===== src/rtl/pll_seq_pkg.sv =====
// Package: field positions of the PLL configuration word, mux status codes
// and the sequencer state type shared by the relock sequencer modules.
// Assumes a 32-bit configuration word.
package pll_seq_pkg;

    localparam int CFG_W         = 32;
    localparam int M_LSB         = 16;
    localparam int M_W           = 10;
    localparam int P_LSB         = 8;
    localparam int P_W           = 6;
    localparam int S_LSB         = 0;
    localparam int S_W           = 3;
    localparam int LOCK_FLAG_BIT = 29;

    localparam logic [CFG_W-1:0] FIELD_MASK =
        (((32'd1 << M_W) - 32'd1) << M_LSB) |
        (((32'd1 << P_W) - 32'd1) << P_LSB) |
        (((32'd1 << S_W) - 32'd1) << S_LSB);

    localparam logic [2:0] MUXST_MAIN  = 3'd1;
    localparam logic [2:0] MUXST_ALT   = 3'd2;
    localparam logic [2:0] MUXST_SWING = 3'd4;

    typedef enum logic [2:0] {
        SQ_IDLE,
        SQ_PARK,
        SQ_WRITE,
        SQ_LOCK,
        SQ_RETURN
    } seq_state_e;

endpackage


===== src/rtl/pll_lock_timer.sv =====
// Lock timer: holds the lock-time register (predivider x LOCK_MULT) and a
// down-counter started by each field write. The locked flag drops on the
// write and rises when the count reaches zero (at least one cycle later).
// Assumes load and write never occur in the same cycle.
module pll_lock_timer #(
    parameter int P_W       = 6,
    parameter int LOCK_MULT = 250,
    parameter int CNT_W     = 14
) (
    input  logic             clk,
    input  logic             rst_n,
    input  logic             load_time,
    input  logic [P_W-1:0]   pdiv,
    input  logic             wr_pulse,
    output logic [CNT_W-1:0] lock_time,
    output logic             locked
);

    logic [CNT_W-1:0] count;

    // Lock-time register: loaded from the pending predivider before the write.
    always_ff @(posedge clk) begin
        if (!rst_n) begin
            lock_time <= '0;
        end else if (load_time) begin
            lock_time <= CNT_W'(pdiv) * CNT_W'(LOCK_MULT);
        end
    end

    // Countdown and locked flag.
    always_ff @(posedge clk) begin
        if (!rst_n) begin
            count  <= '0;
            locked <= 1'b1;
        end else if (wr_pulse) begin
            count  <= lock_time;
            locked <= 1'b0;
        end else if (count != '0) begin
            count <= count - 1'b1;
            if (count == CNT_W'(1)) begin
                locked <= 1'b1;
            end
        end else if (!locked) begin
            locked <= 1'b1;
        end
    end

    a_r5_clear_on_write: assert property (@(posedge clk) disable iff (!rst_n)
        wr_pulse |=> !locked);

    a_r5_hold_while_counting: assert property (@(posedge clk) disable iff (!rst_n)
        (!locked && count > CNT_W'(1) && !wr_pulse) |=> !locked);

endmodule


===== src/rtl/pll_cfg_reg.sv =====
// Configuration register: merges the M, P and S fields of a new word on a
// write and keeps every other bit. The lock flag is overlaid on its bit at
// the output and is never stored from the input word.
module pll_cfg_reg
    import pll_seq_pkg::*;
#(
    parameter logic [CFG_W-1:0] CFG_RESET = 32'h00C8_0400
) (
    input  logic             clk,
    input  logic             rst_n,
    input  logic             wr_pulse,
    input  logic [CFG_W-1:0] new_word,
    input  logic             locked,
    output logic [CFG_W-1:0] cfg_out
);

    logic [CFG_W-1:0] cfg_q;

    // Field merge on write.
    always_ff @(posedge clk) begin
        if (!rst_n) begin
            cfg_q <= CFG_RESET;
        end else if (wr_pulse) begin
            cfg_q <= (cfg_q & ~FIELD_MASK) | (new_word & FIELD_MASK);
        end
    end

    // Read view with the lock flag inserted.
    always_comb begin
        cfg_out                = cfg_q;
        cfg_out[LOCK_FLAG_BIT] = locked;
    end

    a_r4_keep_other_bits: assert property (@(posedge clk) disable iff (!rst_n)
        wr_pulse |=> ((cfg_q & ~FIELD_MASK) == ($past(cfg_q) & ~FIELD_MASK)));

    a_r4_no_write_no_change: assert property (@(posedge clk) disable iff (!rst_n)
        !wr_pulse |=> $stable(cfg_q));

endmodule


===== src/rtl/pll_seq_fsm.sv =====
// Sequencer control: park the mux on the alternate PLL, load lock time,
// write the fields, wait for lock, return the mux, then pulse done.
// Assumes the mux status input follows the select with some delay.
module pll_seq_fsm
    import pll_seq_pkg::*;
(
    input  logic             clk,
    input  logic             rst_n,
    input  logic             start,
    input  logic [CFG_W-1:0] cfg_in,
    input  logic [2:0]       mux_stat,
    input  logic             locked,
    output logic             busy,
    output logic             done,
    output logic             mux_sel,
    output logic             load_time,
    output logic             wr_pulse,
    output logic [CFG_W-1:0] pend_word
);

    seq_state_e state;

    // Step strobes decoded from state.
    always_comb begin
        busy      = (state != SQ_IDLE);
        load_time = (state == SQ_PARK) && (mux_stat == MUXST_ALT);
        wr_pulse  = (state == SQ_WRITE);
    end

    // State, captured word, mux select and done pulse.
    always_ff @(posedge clk) begin
        if (!rst_n) begin
            state     <= SQ_IDLE;
            pend_word <= '0;
            mux_sel   <= 1'b0;
            done      <= 1'b0;
        end else begin
            done <= 1'b0;
            case (state)
                SQ_IDLE: begin
                    if (start) begin
                        pend_word <= cfg_in;
                        mux_sel   <= 1'b1;
                        state     <= SQ_PARK;
                    end
                end
                SQ_PARK: begin
                    if (mux_stat == MUXST_ALT) begin
                        state <= SQ_WRITE;
                    end
                end
                SQ_WRITE: begin
                    state <= SQ_LOCK;
                end
                SQ_LOCK: begin
                    if (locked) begin
                        mux_sel <= 1'b0;
                        state   <= SQ_RETURN;
                    end
                end
                SQ_RETURN: begin
                    if (mux_stat == MUXST_MAIN) begin
                        done  <= 1'b1;
                        state <= SQ_IDLE;
                    end
                end
                default: state <= SQ_IDLE;
            endcase
        end
    end

    a_r2_park_on_start: assert property (@(posedge clk) disable iff (!rst_n)
        (!busy && start) |=> (mux_sel && busy));

    a_r3_write_while_parked: assert property (@(posedge clk) disable iff (!rst_n)
        wr_pulse |-> (mux_sel && mux_stat == MUXST_ALT));

    a_r6_return_after_lock: assert property (@(posedge clk) disable iff (!rst_n)
        $fell(mux_sel) |-> locked);

    a_r6_done_on_main: assert property (@(posedge clk) disable iff (!rst_n)
        done |-> (!mux_sel && mux_stat == MUXST_MAIN));

    a_r7_done_single: assert property (@(posedge clk) disable iff (!rst_n)
        done |=> !done);

    a_r8_ignore_busy_start: assert property (@(posedge clk) disable iff (!rst_n)
        (busy && start) |=> $stable(pend_word));

endmodule


===== src/rtl/pll_relock_seq.sv =====
// Top: PLL relock sequencer. Connects the control FSM, the lock timer and
// the configuration register. The clock mux is external; its select is
// driven here and its 3-bit status is read back.
module pll_relock_seq
    import pll_seq_pkg::*;
#(
    parameter int               LOCK_MULT = 250,
    parameter logic [CFG_W-1:0] CFG_RESET = 32'h00C8_0400,
    localparam int              LOCK_W    = $clog2(((1 << P_W) - 1) * LOCK_MULT + 1)
) (
    input  logic              clk,
    input  logic              rst_n,
    input  logic              start,
    input  logic [CFG_W-1:0]  cfg_in,
    input  logic [2:0]        mux_stat,
    output logic              busy,
    output logic              done,
    output logic              mux_sel,
    output logic [CFG_W-1:0]  cfg_out,
    output logic [LOCK_W-1:0] lock_time
);

    logic             locked;
    logic             load_time;
    logic             wr_pulse;
    logic [CFG_W-1:0] pend_word;

    pll_seq_fsm u_fsm (
        .clk       (clk),
        .rst_n     (rst_n),
        .start     (start),
        .cfg_in    (cfg_in),
        .mux_stat  (mux_stat),
        .locked    (locked),
        .busy      (busy),
        .done      (done),
        .mux_sel   (mux_sel),
        .load_time (load_time),
        .wr_pulse  (wr_pulse),
        .pend_word (pend_word)
    );

    pll_lock_timer #(
        .P_W       (P_W),
        .LOCK_MULT (LOCK_MULT),
        .CNT_W     (LOCK_W)
    ) u_timer (
        .clk       (clk),
        .rst_n     (rst_n),
        .load_time (load_time),
        .pdiv      (pend_word[P_LSB +: P_W]),
        .wr_pulse  (wr_pulse),
        .lock_time (lock_time),
        .locked    (locked)
    );

    pll_cfg_reg #(
        .CFG_RESET (CFG_RESET)
    ) u_cfg (
        .clk      (clk),
        .rst_n    (rst_n),
        .wr_pulse (wr_pulse),
        .new_word (pend_word),
        .locked   (locked),
        .cfg_out  (cfg_out)
    );

endmodule


===== config.mk =====
export PLATFORM = sky130hd
export DESIGN_NAME = pll_relock_seq
export DESIGN_NICKNAME = d
export VERILOG_FILES = /design/src/rtl/pll_seq_pkg.sv /design/src/rtl/pll_lock_timer.sv /design/src/rtl/pll_cfg_reg.sv /design/src/rtl/pll_seq_fsm.sv /design/src/rtl/pll_relock_seq.sv
export SDC_FILE = /design/constraint.sdc
export NUM_CORES = 1
export LEC_CHECK = 0
export BUFFER_PORTS_ARGS = -buffer_cell sky130_fd_sc_hd__buf_2
export CAP_MARGIN = 20
export CORE_ASPECT_RATIO = 1.75
export CORE_UTILIZATION = 50
export DETAILED_ROUTE_END_ITERATION = 8
export GPL_ROUTABILITY_DRIVEN = 0
export HOLD_SLACK_MARGIN = 0.1
export PLACE_DENSITY_LB_ADDON = 0.2
export SYNTH_ARGS = -nofsm -noshare
export SYNTH_HDL_FRONTEND = slang
export SYNTH_SLANG_ARGS = --single-unit

===== constraint.sdc =====
create_clock -name clk -period 4.93 [get_ports clk]
set_clock_uncertainty 0.05 [all_clocks]
set_input_delay 0.7395 -clock clk [delete_from_list [all_inputs] [get_ports clk]]
set_output_delay 0.7395 -clock clk [all_outputs]
set_load 0.005 [all_outputs]

Word-level counts from Yosys, hierarchy flattened

Index checks and enable logic that the tools add are counted.

Add/subtract/negate cells: 1
$mul: 1
Divide/modulo/power cells: 0
Magnitude comparators: 0
Equality and inequality tests: 12
Shift-type cells: 0
Mux-type cells: 14
Bitwise gates (word level): 1
Reduce and logical (&&, ||, !) cells: 10

Operators with widths:

| operator                                                                | number |
|---|---|
| 32-bit by 26-bit OR with 32-bit output                                  | 1 |
| 14-bit two-way mux                                                      | 2 |
| 3-bit one-hot mux with 5 select lines                                   | 1 |
| 14-bit by 1-bit == test with 1-bit output, second input constant        | 1 |
| 14-bit nonzero test                                                     | 1 |
| 14-bit by 1-bit subtractor with 14-bit output, second input constant    | 1 |
| 6-bit by 7-bit multiplier with 13-bit output, second input constant     | 1 |
| 3-bit two-way mux                                                       | 4 |
| 3-bit by 2-bit == test with 1-bit output, second input constant         | 3 |
| 3-bit by 1-bit == test with 1-bit output, second input constant         | 2 |
| 1-bit two-way mux                                                       | 6 |
| 2-bit by 1-bit inequality test with 1-bit output, second input constant | 2 |
| 2-bit inequality test, second input constant                            | 2 |
| 2-bit AND reduction                                                     | 2 |
| 4-bit AND reduction                                                     | 1 |
| 2-bit nonzero test                                                      | 2 |
| 3-bit == test, second input constant                                    | 1 |
| 3-bit logical NOT                                                       | 1 |
| 3-bit by 2-bit inequality test with 1-bit output, second input constant | 1 |
| 3-bit AND reduction                                                     | 1 |
| 3-bit nonzero test                                                      | 1 |
| 1-bit one-hot mux with 2 select lines                                   | 1 |
| 1-bit logical AND                                                       | 1 |

Register bits after elaboration: 91
Latch bits: 0
Bits in writable memories: 0
Memory bits (read-only): 0
Input port bits: 38
Output and inout bits: 49
Word-level logic and storage cells: 47
Memories kept: 0

Logic depth before layout (Yosys ltp)

Gate-level depths: netlist of the first run.

Depth in word-level cells: 4
Gate-level depth with buffers: 13
Depth with buffers taken out: 13

Hierarchy

A second synthesis of the first run with hierarchy kept.

Cell total of the unflattened synthesis: 489
Area total of the unflattened synthesis: 4409.2 sq um

By module, submodules not included:

| module         | times used | cells an instance | area an instance (sq um) | seq. area each (sq um) |
|---|---|---|---|---|
| pll_lock_timer | 1          | 248               | 2174.6                   | 560.5 |
| pll_seq_fsm    | 1          | 167               | 1418.9                   | 740.7 |
| pll_cfg_reg    | 1          | 74                | 815.8                    | 380.4 |

Worst setup path before layout of the first run

Ideal clock, no wire load.

Path type: reg2reg
Start point: register u_fsm.pend_word[10]
End point: register u_timer.lock_time[11]
Setup time: 62 ps
Arrival: 3386 ps
Required time: 4818 ps
Slack: 1432 ps
Stages on the path, launching flop included: 14
Path buffers: 0
Period minus slack after synthesis: 3498 ps
Cells stage by stage: dfxtp_1 > fa_1 > ha_1 > inv_1 > fa_1 > inv_1 > ha_1 > inv_1 > fa_1 > nand2b_1 > a21oi_1 > a31oi_1 > or4b_1 > nand3_1

Word-level cells in the longest chain between the ends: 1

RTL lines:

| element                                      | line                 | source |
|---|---|---|
| from (decl)                                  | pll_seq_fsm.sv:18    | `output logic [CFG_W-1:0] pend_word` |
| from (signal assigned)                       | pll_seq_fsm.sv:42    | `pend_word <= cfg_in;` |
| 6-bit by 7-bit multiplier with 13-bit output | pll_lock_timer.sv:26 | `lock_time <= CNT_W'(pdiv) * CNT_W'(LOCK_MULT);` |
| to (signal assigned)                         | pll_lock_timer.sv:26 |  |
| to (decl)                                    | pll_lock_timer.sv:15 | `output logic [CNT_W-1:0] lock_time,` |

Every way passes these cells.
A chain may end at the register's enable or synchronous reset.

Worst setup path in the final report of the first run

Same ends and word-level chain as after synthesis.

==> results of run 1 <==
layout make-up:
type	instances	area, sq um	share of cell area
Clock buffer	10	239	0.0531
Clock inverter	6	67.6	0.0150
Inverter	34	128	0.0284
Multi-Input combinational cell	330	2190	0.487
Sequential cell	71	1420	0.316
Tap cell	88	110	0.0245
Timing Repair Buffer	64	342	0.0759
power by group through the flow:
stage | clock [mW] | combinational, mW | sequential, mW
after floorplan | 0 | 0.462 | 0.697
after global placement | 0 | 0.542 | 0.712
after detailed placement | 0 | 0.563 | 0.715
after CTS | 0.672 | 0.569 | 0.702
after global routing | 0.690 | 0.640 | 0.711
final | 0.658 | 0.563 | 0.703
worst register-to-register path, cell delays in order, from the launching register on:
cell	delay [ns]
dfxtp_1	0.48
fa_1	0.52
ha_1	0.30
inv_1	0.05
fa_1	0.46
inv_1	0.06
ha_1	0.18
inv_1	0.06
fa_1	0.37
nand2b_1	0.17
a21oi_1	0.27
a31oi_1	0.15
or4b_1	0.52
nand3_1	0.08
cells in the final DEF (no fill, tap or decap), drive strengths merged, types with 2 or more instances in the layout:
master and n:
nand2 97, dfxtp 71, buf 64, a21boi 40
inv 35, ha 26, o21ai 25, nand3 20
a21oi 15, nor2 13, conb 13, fa 12
clkbuf 10, xnor2 8, xor2 6, nand2b 5
o211ai 4, nor2b 3, and2 3, a21o 3
or3 3, or4 3, nor3 3, a211oi 2
o31ai 2, a31oi 2, and3 2, and4 2
clkinvlp 2, or4b 2, clkinv 2
layer usage:
layer	track usage	vias to the layer above	wire [um]
li1	-	1610	-
met3	0.0425	12	307
met4	0.104	0	166
met1	0.228	1469	3240
met5	0	-	0
met2	0.376	73	4090
how the worst min path moves through the flow:
stage                   startpoint             endpoint  depth (start not counted)  slack (ns)
3_5_place_dp        u_cfg.cfg_q[0]       u_cfg.cfg_q[0]                          2        0.40
6_report            u_cfg.cfg_q[0]       u_cfg.cfg_q[0]                          2        0.41
3_3_place_gp   u_fsm.pend_word[22]      u_cfg.cfg_q[22]                          2        0.40
5_1_grt        u_fsm.pend_word[23]  u_fsm.pend_word[23]                          2        0.43
4_1_cts             u_cfg.cfg_q[0]       u_cfg.cfg_q[0]                          2        0.41
2_1_floorplan  u_fsm.pend_word[19]      u_cfg.cfg_q[19]                          2        0.39
logic make-up after synthesis:
group | Yosys count | share of synthesized area
simple gates | 163 | 0.201
compound gates | 100 | 0.169
flops | 71 | 0.366
buf+inv | 68 | 0.0803
fa+ha+maj | 38 | 0.146
xor+xnor | 14 | 0.0316
mux | 2 | 0.00548
other cells | 1 | 0.000967
state kept, by name (all words and copies together) (netlist names):
signal and cells:
u_timer.count 14, u_fsm.pend_word 19, u_fsm.mux_sel 1, u_fsm.done 1
u_timer.lock_time 13, u_timer.locked 1, u_fsm.state 3, u_cfg.cfg_q 19
through the flow:
stage               hold slack [ns]  instance area (sq um)  worst slack, ns  total power, mW  instances
floorplan                     0.391                   3920             1.43             1.16        469
global placement              0.396                   4170             1.18             1.25        585
detailed placement            0.404                   4180             1.14             1.28        586
CTS                           0.412                   4490             1.12             1.94        602
global route                  0.434                   4500            0.984             2.04        603
finish                        0.408                   4500             1.15             1.92        603
==> impl_metrics.py, run 1 <==
metrics = {
    "global_route": {
        "grt_remaining_overflow": 0,
        "grt_use_total": 0.213,
        "grt_pass1_wl_mm": 13.2,
        "antenna_found_initial": 0,
        "first_global_vias": 3105,
        "grt_max_degree": 42,
    },
    "layout": {
        "drive_gt1_frac": 0.171,
        "nFillCells": 687,
        "flow.area_growth_from_synthesis_pct": 16.0,
        "nets": 586,
        "antenna_cells": 0,
        "final_util": 0.599,
    },
    "synthesis": {
        "yosys-top-cells-area": "dfxtp_1 37%, nand2_1 9.4%, ha_1 8.4%",
        "synth_area_sq_um": 3880,
        "synth_ff_type": "dfxtp_1",
        "yosys_warnings": 0,
        "ys_seq_elements": 71,
        "ys_seq_area_frac": 0.366,
        "netlist_instances": 457,
        "synthMostInstantiatedCell": "nand2_1",
        "synthTopCellsByCount": "97 x nand2_1, 71 x dfxtp_1, 40 x a21boi_0",
        "synth_top_cell_area_share": 0.366,
        "syn_area_per_cell_sq_um": 8.49,
        "synth_top_cell_by_area": "dfxtp_1",
        "async_flop_share": 0,
        "synth-edff-count": 0,
        "synth_cell_types": 51,
    },
    "floorplan": {
        "start_util": 0.516,
        "coreArea_sq_um": 7510,
        "boundaryPins": 87,
        "row_count": 42,
        "die_area_sq_um": 8130,
        "fp.dieW_um": 68.6,
        "dieHeight_um": 119,
    },
    "clock_tree": {
        "cts_setup_buffers": 0,
        "htreeDepth": 3,
        "cts_buffers": 9,
        "worstSkewPairLatency_ns": 0.33,
        "numClockSinks": 71,
        "cts_resized": 0,
        "clk_pin_slew_worst_paths_ns": 0.06,
        "clockBufferDepth": 2,
        "clock-root-buffer": "clkbuf_16",
        "postCtsHoldBufs": 0,
        "tritoncts": "done",
    },
    "worst_setup_path": {
        "worst_path_largest_cell_delay_ns": 0.52,
        "path_delay_family": "adder cells",
        "rr_worst_depth": 13,
        "cp.depth": 13,
        "endpoint_kind": "flip-flop",
        "required_ns": 5.15,
        "crit_buf_inv": 3,
        "start_kind": "flip-flop",
        "reg2reg_from": "u_fsm.pend_word[10]",
        "startpoint": "u_fsm.pend_word[10]",
        "path_class": "flip-flop to flip-flop",
        "endpoint": "u_timer.lock_time[11]",
        "crit_slowest_cell": "fa_1",
        "critPathMaxFanout": 6,
        "reg2reg_slack_ns": 1.15,
        "worstPathArrival_ns": 4.00,
        "r2r_end": "u_timer.lock_time[11]",
        "crit_chain": "fa_1 > ha_1 > inv_1 > fa_1 > inv_1 > ha_1 > inv_1 > fa_1 > nand2b_1 > a21oi_1 > a31oi_1 > or4b_1 > nand3_1",
    },
    "routing": {
        "drcViolationCount": 0,
        "drtIter0Drc": 145,
        "vias": 3164,
        "avgViaCountPerCell": 5.25,
        "drt_wl_total_mm": 7.80,
        "wl_per_cell_um": 12.9,
        "ant_nets": 0,
        "dr.pass1.iters": 5,
    },
    "timing": {
        "min_period_ns": 3.78,
        "setup_viol": 0,
        "fin_setup_tns_ns": 0,
        "tightest_slew_ns": 0.801,
        "fmax_mhz": 265,
        "rsz0062_at_grt": "false",
        "finalMaxSlewViolations": 0,
        "fin_crit_sh": 0.766,
        "slew_headroom": 0.464,
        "hold_viol": 0,
    },
    "run_status": {
        "status": "finished clean",
    },
    "power": {
        "pwr-share-clk": 0.342,
        "peakVddDrop_v": 0.000237,
        "power.density_nw_per_um2": 428,
        "switching_power_mw": 0.626,
        "combinationalPowerShare": 0.293,
        "p_leak_nw": 2.03,
        "swShare": 0.325,
        "p_int_mw": 1.30,
        "p_seq_frac": 0.365,
    },
    "min_path": {
        "holdCritPathClass": "flip-flop to flip-flop",
    },
    "placed_design": {
        "numPortBuffers": 60,
        "hpwl_mm": 5.79,
    },
    "flow_run": {
        "drv_cap": 0,
    },
}
No activity file was read; power rests on OpenSTA's default activity.
==> run 2: changes to the inputs <==
==> constraint.sdc (replaced) <==
create_clock -name clk -period 3.6 [get_ports clk]
set_clock_uncertainty 0.05 [all_clocks]
set_input_delay 0.54 -clock clk [delete_from_list [all_inputs] [get_ports clk]]
set_output_delay 0.54 -clock clk [all_outputs]
set_load 0.005 [all_outputs]
==> impl_metrics.py, run 2 (synthesis gave the netlist of run 1 again) <==
metrics = {
    "flow_run": {
        "drv_cap": 0,
    },
    "timing": {
        "hold_viol": 0,
        "finalMaxSlewViolations": 0,
        "fmax_mhz": 287,
        "min_period_ns": 3.48,
        "fin_ws_ns": 0.120,
        "tightest_slew_ns": 0.713,
        "slew_headroom": 0.524,
        "rsz0062_at_grt": "true",
        "setup_viol": 0,
        "fin_crit_sh": 0.967,
        "fin_setup_tns_ns": 0,
    },
    "clock_tree": {
        "htreeDepth": 3,
        "clk_pin_slew_worst_paths_ns": 0.06,
        "postCtsHoldBufs": 0,
        "clockBufferDepth": 2,
        "clock-root-buffer": "clkbuf_16",
        "numClockSinks": 71,
        "cts_buffers": 9,
        "worstSkewPairLatency_ns": 0.33,
        "tritoncts": "done",
    },
    "routing": {
        "ant_nets": 0,
        "avgViaCountPerCell": 5.22,
        "vias": 3192,
        "drt_wl_total_mm": 8.03,
        "wl_per_cell_um": 13.1,
        "dr.pass1.iters": 4,
        "drcViolationCount": 0,
        "drtIter0Drc": 219,
    },
    "worst_setup_path": {
        "endpoint_kind": "flip-flop",
        "startpoint": "u_fsm.pend_word[10]",
        "crit_buf_inv": 3,
        "worstPathArrival_ns": 3.70,
        "reg2reg_from": "u_fsm.pend_word[10]",
        "required_ns": 3.82,
        "worst_path_largest_cell_delay_ns": 0.53,
        "crit_chain": "fa_1 > ha_1 > inv_1 > fa_1 > inv_1 > ha_2 > inv_1 > fa_1 > nand2b_1 > a21oi_2 > a31oi_1 > or4b_1 > nand3_1",
        "start_kind": "flip-flop",
        "path_delay_family": "adder cells",
        "critPathMaxFanout": 3,
        "path_class": "flip-flop to flip-flop",
        "crit_slowest_cell": "fa_1",
    },
    "power": {
        "switching_power_mw": 0.852,
        "pwr-share-clk": 0.336,
        "p_seq_frac": 0.361,
        "p_leak_nw": 2.08,
        "power.density_nw_per_um2": 580,
        "swShare": 0.323,
        "peakVddDrop_v": 0.000406,
        "combinationalPowerShare": 0.303,
        "total_power_mw": 2.64,
        "p_int_mw": 1.79,
    },
    "global_route": {
        "first_global_vias": 2955,
        "grt_remaining_overflow": 0,
        "antenna_found_initial": 0,
        "grt_use_total": 0.212,
        "grt_pass1_wl_mm": 13.0,
        "grt_max_degree": 42,
    },
    "layout": {
        "nets": 595,
        "final_common_cell": "nand2_1",
        "layout_common_cells": "97 x nand2_1, 71 x dfxtp_1, 60 x buf_2",
        "flow.area_growth_from_synthesis_pct": 17.5,
        "antenna_cells": 0,
        "largestRegisters": "u_cfg.cfg_q: 19 flops, u_fsm.pend_word: 19 flops, u_timer.count: 14 flops",
        "drive_gt1_frac": 0.187,
    },
    "run_status": {
        "status": "finished clean",
    },
    "floorplan": {
        "row_count": 42,
        "fp.dieW_um": 68.6,
        "dieHeight_um": 119,
        "coreArea_sq_um": 7510,
        "boundaryPins": 87,
        "start_util": 0.516,
        "die_area_sq_um": 8130,
    },
    "placed_design": {
        "post-place-ws_ns": 0.0777,
        "hpwl_mm": 5.97,
        "numPortBuffers": 60,
    },
    "min_path": {
        "holdCritPathClass": "input port to flip-flop",
        "worstHoldStart": "cfg_in[25]",
    },
}
-- run 2: area by class of cell --
cell class	instances	area, sq um
inverter	34	128
fill	697	2960
sequential	71	1420
timing repair buffer	73	402
multi-input combinational	330	2200
clock inverter	5	57.6
clock buffer	11	243
tap	88	110
-- run 2: through the flow --
| step | util | cells | cell area [sq um] | hold WS, ns |
|---|---|---|---|---|
| CTS | 0.604 | 611 | 4540 | 0.398 |
| detailed placement | 0.564 | 595 | 4240 | 0.405 |
| global route | 0.607 | 612 | 4560 | 0.411 |
| floorplan | - | 469 | 3920 | 0.391 |
| global placement | 0.564 | 595 | 4240 | 0.396 |
| finish | 0.607 | 612 | 4560 | 0.403 |
-- run 2: path summary, 6_finish.rpt --
kind                                              end  slack, ns  cells after the start
worst max-delay path            u_timer.lock_time[11]       0.12                     13
worst min-delay path              u_fsm.pend_word[25]       0.40                      3
worst max register to register  u_timer.lock_time[11]       0.12                     13
worst min register to register         u_cfg.cfg_q[2]       0.41                      2
-- run 2: worst register-to-register path, delay by kind of cell (launching register included) --
kind,cells,cell delay (ns)
fa+ha+maj,5,1.85
simple gates,3,0.78
flops,1,0.32
compound gates,2,0.25
buf+inv,3,0.17
-- run 2: timing repair --
action,4_1_cts,5_1_grt
gates resized for setup,0,3
buffers inserted,0,0
endpoints found under the setup margin,0,2
hold endpoints to repair,0,0
-- run 2: power groups by stage --
stage / combinational, mW / clock [mW] / sequential, mW
after floorplan: 0.633 / 0 / 0.955
after global placement: 0.771 / 0 / 0.966
after detailed placement: 0.799 / 0 / 0.970
after CTS: 0.808 / 0.900 / 0.953
after global routing: 0.906 / 0.932 / 0.965
final: 0.801 / 0.888 / 0.953
-- run 2: metal layers --
layer	vias to the layer above	track usage	wire length [um]
met4	0	0.0898	150
met3	8	0.0512	264
met2	62	0.377	4360
li1	1619	-	-
met5	-	0	0
met1	1503	0.224	3260
